**src/rtl/mcs_strip_pkg.sv**
```systemverilog
package mcs_strip_pkg;

    typedef enum logic [2:0] {
        ST_WAIT,
        ST_HEAD,
        ST_BODY,
        ST_SEND,
        ST_STOP
    } strip_state_t;

    function automatic logic is_line_end(input logic [7:0] c);
        return (c == 8'h0D) || (c == 8'h0A);
    endfunction

    // {valid, nibble}
    function automatic logic [4:0] hex_nibble(input logic [7:0] c);
        logic [4:0] r;
        r = 5'b0;
        if (c >= 8'h30 && c <= 8'h39)
            r = {1'b1, c[3:0]};
        else if ((c >= 8'h41 && c <= 8'h46) || (c >= 8'h61 && c <= 8'h66))
            r = {1'b1, c[3:0] + 4'd9};
        return r;
    endfunction

endpackage

```
**src/rtl/mcs_line_index.sv**
```systemverilog
module mcs_line_index #(
    parameter int PERIOD = 4097
) (
    input  logic clk,
    input  logic rst_n,
    input  logic advance,
    output logic keep
);
    localparam int IW = $clog2(PERIOD);

    logic [IW-1:0] idx;

    always_ff @(posedge clk) begin
        if (!rst_n)
            idx <= '0;
        else if (advance)
            idx <= (idx == IW'(PERIOD - 1)) ? '0 : idx + 1'b1;
    end

    assign keep = (idx != '0);

    // the position counter never leaves its modulo range
    assert_idx_range_R2: assert property (@(posedge clk) disable iff (!rst_n)
        32'(idx) < PERIOD);

endmodule

```
**src/rtl/mcs_line_store.sv**
```systemverilog
module mcs_line_store #(
    parameter int DEPTH = 32
) (
    input  logic                         clk,
    input  logic                         rst_n,
    input  logic                         clear,
    input  logic                         wr_en,
    input  logic [7:0]                   wr_data,
    input  logic [$clog2(DEPTH)-1:0]     rd_idx,
    output logic [7:0]                   rd_data,
    output logic [$clog2(DEPTH+1)-1:0]   count,
    output logic                         full
);
    localparam int AW = $clog2(DEPTH);
    localparam int CW = $clog2(DEPTH + 1);

    logic [7:0] mem [DEPTH];

    assign full = (count == CW'(DEPTH));

    always_ff @(posedge clk) begin
        if (!rst_n || clear)
            count <= '0;
        else if (wr_en && !full)
            count <= count + 1'b1;
    end

    always_ff @(posedge clk) begin
        if (wr_en && !full && !clear)
            mem[count[AW-1:0]] <= wr_data;
    end

    assign rd_data = mem[rd_idx];

    // fill level bounded by the store depth
    assert_fill_bound_R9: assert property (@(posedge clk) disable iff (!rst_n)
        32'(count) <= DEPTH);

endmodule

```
**src/rtl/mcs_strip.sv**
```systemverilog
module mcs_strip
    import mcs_strip_pkg::*;
#(
    parameter int PERIOD    = 4097,
    parameter int PREFIX    = 9,
    parameter int MAX_BYTES = 32
) (
    input  logic       clk,
    input  logic       rst_n,
    input  logic [7:0] in_data,
    input  logic       in_valid,
    output logic       in_ready,
    input  logic       eof,
    output logic [7:0] out_data,
    output logic       out_valid,
    input  logic       out_ready,
    output logic       fmt_err
);
    localparam int PW = $clog2(PREFIX + 1);
    localparam int AW = $clog2(MAX_BYTES);
    localparam int CW = $clog2(MAX_BYTES + 1);

    strip_state_t st, st_nx;

    logic [PW-1:0] pre_cnt;
    logic          nib_odd;
    logic [3:0]    nib_hi;
    logic          pend_emit;
    logic [AW-1:0] rd_idx;
    logic          err_q;

    logic          in_eol;
    logic [4:0]    hx;
    logic          in_fire, out_fire;
    logic          line_end, line_start, body_char, wr_en;
    logic          keep;
    logic [CW-1:0] buf_count;
    logic          buf_full;
    logic [7:0]    buf_rd;
    logic          last_rd;

    assign in_eol    = is_line_end(in_data);
    assign hx        = hex_nibble(in_data);
    assign in_fire   = in_valid && in_ready;
    assign out_fire  = out_valid && out_ready;
    assign line_end  = in_fire && in_eol && (st == ST_HEAD || st == ST_BODY);
    assign line_start = (st_nx == ST_HEAD) && (st != ST_HEAD);
    assign body_char = in_fire && !in_eol && (st == ST_BODY);
    assign wr_en     = body_char && hx[4] && nib_odd;
    assign last_rd   = (CW'(rd_idx) + CW'(2)) == buf_count;

    mcs_line_index #(.PERIOD(PERIOD)) u_index (
        .clk     (clk),
        .rst_n   (rst_n),
        .advance (line_end),
        .keep    (keep)
    );

    mcs_line_store #(.DEPTH(MAX_BYTES)) u_store (
        .clk     (clk),
        .rst_n   (rst_n),
        .clear   (line_start),
        .wr_en   (wr_en),
        .wr_data ({nib_hi, hx[3:0]}),
        .rd_idx  (rd_idx),
        .rd_data (buf_rd),
        .count   (buf_count),
        .full    (buf_full)
    );

    // next state
    always_comb begin
        st_nx = st;
        unique case (st)
            ST_WAIT: begin
                if (eof)
                    st_nx = ST_STOP;
                else if (in_valid && !in_eol)
                    st_nx = pend_emit ? ST_SEND : ST_HEAD;
            end
            ST_HEAD: begin
                if (eof)
                    st_nx = ST_STOP;
                else if (in_fire && in_eol)
                    st_nx = ST_WAIT;
                else if (in_fire && pre_cnt == PW'(PREFIX - 1))
                    st_nx = ST_BODY;
            end
            ST_BODY: begin
                if (eof)
                    st_nx = ST_STOP;
                else if (in_fire && in_eol)
                    st_nx = ST_WAIT;
            end
            ST_SEND: begin
                if (out_ready && last_rd)
                    st_nx = ST_HEAD;
            end
            ST_STOP: st_nx = ST_STOP;
        endcase
    end

    always_ff @(posedge clk) begin
        if (!rst_n)
            st <= ST_WAIT;
        else
            st <= st_nx;
    end

    // outputs
    always_comb begin
        in_ready  = 1'b0;
        out_valid = 1'b0;
        unique case (st)
            ST_WAIT: in_ready  = in_valid && in_eol && !eof;
            ST_HEAD,
            ST_BODY: in_ready  = !eof;
            ST_SEND: out_valid = 1'b1;
            ST_STOP: in_ready  = 1'b0;
        endcase
    end

    assign out_data = buf_rd;
    assign fmt_err  = err_q;

    // line datapath
    always_ff @(posedge clk) begin
        if (!rst_n) begin
            pre_cnt   <= '0;
            nib_odd   <= 1'b0;
            nib_hi    <= '0;
            pend_emit <= 1'b0;
            rd_idx    <= '0;
            err_q     <= 1'b0;
        end else begin
            if (line_start) begin
                pre_cnt   <= '0;
                nib_odd   <= 1'b0;
                pend_emit <= 1'b0;
            end else begin
                if (st == ST_HEAD && in_fire && !in_eol)
                    pre_cnt <= pre_cnt + 1'b1;
                if (body_char && hx[4]) begin
                    nib_odd <= !nib_odd;
                    if (!nib_odd)
                        nib_hi <= hx[3:0];
                end
                if (line_end)
                    pend_emit <= keep && (buf_count >= CW'(2));
            end
            if (st == ST_WAIT && st_nx == ST_SEND)
                rd_idx <= '0;
            else if (out_fire)
                rd_idx <= rd_idx + 1'b1;
            if ((body_char && !hx[4]) ||
                (line_end && st == ST_BODY && nib_odd) ||
                (wr_en && buf_full))
                err_q <= 1'b1;
        end
    end

    // a stalled byte is held
    assert_stall_hold_R8: assert property (@(posedge clk) disable iff (!rst_n)
        out_valid && !out_ready |=> out_valid && $stable(out_data));

    // error flag never clears without reset
    assert_err_sticky_R9: assert property (@(posedge clk) disable iff (!rst_n)
        fmt_err |=> fmt_err);

    // after end-of-file the input stays closed
    assert_stop_closed_R3: assert property (@(posedge clk) disable iff (!rst_n)
        st == ST_STOP |=> st == ST_STOP && !in_ready);

    // emission starts only after a next-line character was offered and held off
    assert_emit_after_next_R7: assert property (@(posedge clk) disable iff (!rst_n)
        $rose(out_valid) |-> $past(in_valid) && !$past(in_ready));

endmodule

```
**config.mk**
```make
export PLATFORM = sky130hd
export DESIGN_NAME = mcs_strip
export DESIGN_NICKNAME = d
export VERILOG_FILES = /design/src/rtl/mcs_strip_pkg.sv /design/src/rtl/mcs_line_index.sv /design/src/rtl/mcs_line_store.sv /design/src/rtl/mcs_strip.sv
export SDC_FILE = /design/constraint.sdc
export NUM_CORES = 1
export LEC_CHECK = 0
export ABC_AREA = 1
export BUFFER_PORTS_ARGS = -buffer_cell sky130_fd_sc_hd__buf_4
export CORE_UTILIZATION = 40
export DETAILED_ROUTE_END_ITERATION = 8
export PLACE_DENSITY_LB_ADDON = 0.25
export SLEW_MARGIN = 20
export SYNTH_ARGS = -nofsm -noshare
export SYNTH_HDL_FRONTEND = slang
export SYNTH_SLANG_ARGS = --single-unit
```
**constraint.sdc**
```tcl
create_clock -name clk -period 5.5 [get_ports clk]
set_input_delay 0.55 -clock clk [delete_from_list [all_inputs] [get_ports clk]]
set_output_delay 0.55 -clock clk [all_outputs]
set_load 0.1 [all_outputs]
```
==> flow_metrics.tcl <==
set metrics [dict create \
    rr_startpoint "u_store.count[0]$_SDFFE_PP0P_" \
    portBuffers 23 \
    num_io_pins 24 \
    grt_pass1_vias 8486 \
    critical_path_class "reg -> out" \
    syn-num-nets 1168 \
    synth_area_mm2 0.01267 \
    final_max_slew_viol_count 0 \
    cts.htree.levels 1 \
    whs_ps 276.4 \
    status "complete, but fails checks" \
    rsz0062_at_grt "false" \
    critPathSlowestCell "clkinv_2" \
    ys_seq_area_share_pct 67.48 \
    placeableCoreArea_mm2 0.03091 \
    nets 1179 \
    syn_area_per_cell_um2 11.10 \
    syn_inst 1141 \
    rrSetupSlack_ps 2470 \
    path_cells "clkinv_2 -> buf_12 -> o21ai_0 -> o221ai_1 -> nand3_1 -> o21ai_0 -> nor2_1 -> a21oi_1 -> buf_4" \
    synthTopCellsByArea "edfxtp_1 (61%), nor2_1 (6.9%), dfxtp_1 (6.8%), o21ai_0 (6.2%), o221ai_1 (3.2%)" \
    synth_top_area_share_pct 60.68 \
    initial_utilization_pct 40.99 \
    n_antenna_cell 0 \
    cts_root_buf "clkbuf_16" \
    failed_checks "DRC" \
    path_buf_inv 3 \
    fin_setup_tns_ps 0 \
    tightestPinTransition_ps 1097 \
    cpPeakStageDelay_ps 880 \
    fin_ws_ps 1016 \
    area_delta_synth_final_pct 12.21 \
    post-cts-setup-buffer-count 0 \
    post_cts_resized 0 \
    die_h_um 180.0 \
    p_leak_nw 4.911 \
    path_delay_family "buffers and inverters" \
    route.detailed.drc 2 \
    timing.fmax_mhz 223.0 \
    wl_per_cell_um 20.18 \
    ys.flop_type "edfxtp_1" \
    cts_buffers 31 \
    grt_pass1_wl_mm 49.31 \
    hold_path.class "in -> reg" \
    rows 64 \
    synth_commonest_cells "edfxtp_1 (256), nor2_1 (233), o21ai_0 (158), nand2_1 (90), inv_1 (77)" \
    viasPerCell 5.555 \
    ir_drop_mv 0.2555 \
    hp-start "rst_n" \
    cpMostUsedCell "o21ai_0" \
    ys_ff_latch 299 \
    clock_latency_ps 590 \
    vias 8738 \
    setup_viol 0 \
    cp.required_ps 4950 \
    rr_endpoint "u_store.mem[3][3]$_DFFE_PP_" \
    end_kind "output port" \
    whs_endpoint "nib_hi[3]$_SDFFE_PN0P_" \
    ant_nets 0 \
    post-place-ws_ps 1680 \
    finalCriticalPeriod_ps 4484 \
    crit_fanout 74 \
    synth_cell_type_count 34 \
    dp_hpwl_mm 18.70 \
    drt-pass1-iter-count 7 \
    clock_path_buffers 3 \
    rr_worst_depth 7 \
    grt_use_total_pct 19.64 \
    wirelength_mm 31.74 \
    arrival_ps 3930 \
    grt_antenna_before_repair 0 \
    yosys.area.top_type "edfxtp_1" \
    gp_congestion 0.8482 \
    skew_ps 22.00 \
    async_reset_ff_share_pct 0 \
    layout-drive-gt1-share_pct 9.601 \
    drt_iter0_drc 1055 \
    cts_tree "built" \
    cts.sinks 299 \
    cts_hold_buffers 0 \
    path_clk_slew_ps 60 \
    power_density_mw_per_mm2 317.2 \
    grt_overflow 0 \
    min_period_over_period_pct 81.52 \
    grt_max_degree 81 \
    die-area_mm2 0.03239 \
    die_w_um 180.0 \
    synth_edf_count 256 \
    start_kind "flop" \
    yosysMostFrequentCell "edfxtp_1" \
    ys_warn_count 0 \
    relSlewSlack_pct 26.90 \
    hold_violations 0 \
    maxCapViolCount 0 \
    whs_path_depth 3 \
]
## report_power, final
| group | leakage (nW) | switching (W) | internal [W] |
|---|---|---|---|
| Clock | 0.482 | 0.000881 | 0.00113 |
| Sequential | 2.67 | 0.00000188 | 0.00243 |
| Combinational | 1.76 | 0.0000469 | 0.0000190 |
| Total | 4.91 | 0.000930 | 0.00358 |
## per-stage QoR
stage	power (W)	utilization [%]	area, um^2	cells
after floorplan	0.002524	-	12670	1141
after global placement	0.002550	42.84	13240	1515
after detailed placement	0.002551	42.84	13240	1515
after CTS	0.004540	45.99	14210	1573
after global routing	0.004633	45.99	14210	1573
final	0.004509	45.99	14210	1573
## cell usage in the layout, fill, tap and decap left out, types with 25 or more instances in the layout
master,instances
o21ai_0,155
buf_4,33
nand2_1,90
nand3_1,38
inv_1,76
a21oi_1,25
dfxtp_1,38
nor2_1,233
clkbuf_16,31
edfxtp_1,256
o221ai_1,46
## worst max path at each step
| stage | start | endpoint | cells after the start |
|---|---|---|---|
| floorplan | flop | out_data[4] | 8 |
| global route | flop | out_data[5] | 9 |
| finish | flop | out_data[5] | 9 |
| detailed placement | flop | out_data[5] | 9 |
| CTS | flop | out_data[5] | 9 |
| global placement | flop | out_data[5] | 9 |
## state kept, by name (all words and copies together), names as in the netlist, named ones only
register	count
nib_odd	1
pend_emit	1
u_store.count	6
rd_idx	5
pre_cnt	4
nib_hi	4
st	3
u_store.mem	256
fmt_err	1
u_index.idx	13
## cells by family after synthesis
group / count (synthesis) / share of synthesized area [%]
and+or+nand+nor: 406 / 13.51
DFF: 299 / 67.48
AOI/OAI and AO/OA: 272 / 12.63
buffers and inverters: 137 / 4.099
adders and majority gates: 14 / 1.383
xor gates and xnor gates: 13 / 0.8988
## layer usage
metal / GRT usage (%) / vias to the layer above / wire length (um) / part of all wire [%]
met2: 31.64 / 321 / 14580 / 46
met1: 27.56 / 4248 / 14310 / 45
met4: 5.483 / 0 / 899 / 2.8
met5: 0 / - / 0 / 0
met3: 2.998 / 61 / 1954 / 6.2
li1: - / 4108 / - / -
## cell type report
cell class              count  area [um^2]
clock buffers              40        839.6
flip-flops and latches    299         8557
multi-input cells         705         3616
well taps                 396        495.5
clock inverters            18        133.9
fillers                  2803        16690
repair buffers             34        267.8
inverters                  81        305.3
## worst register-to-register path, stage by stage (launching register included)
cell	delay (ps)
dfxtp_1	470
inv_1	150
ha_1	270
nand4_1	150
inv_1	100
nor3_4	540
nand2_4	250
nor2_1	730
(Power assumes the default switching activity.)
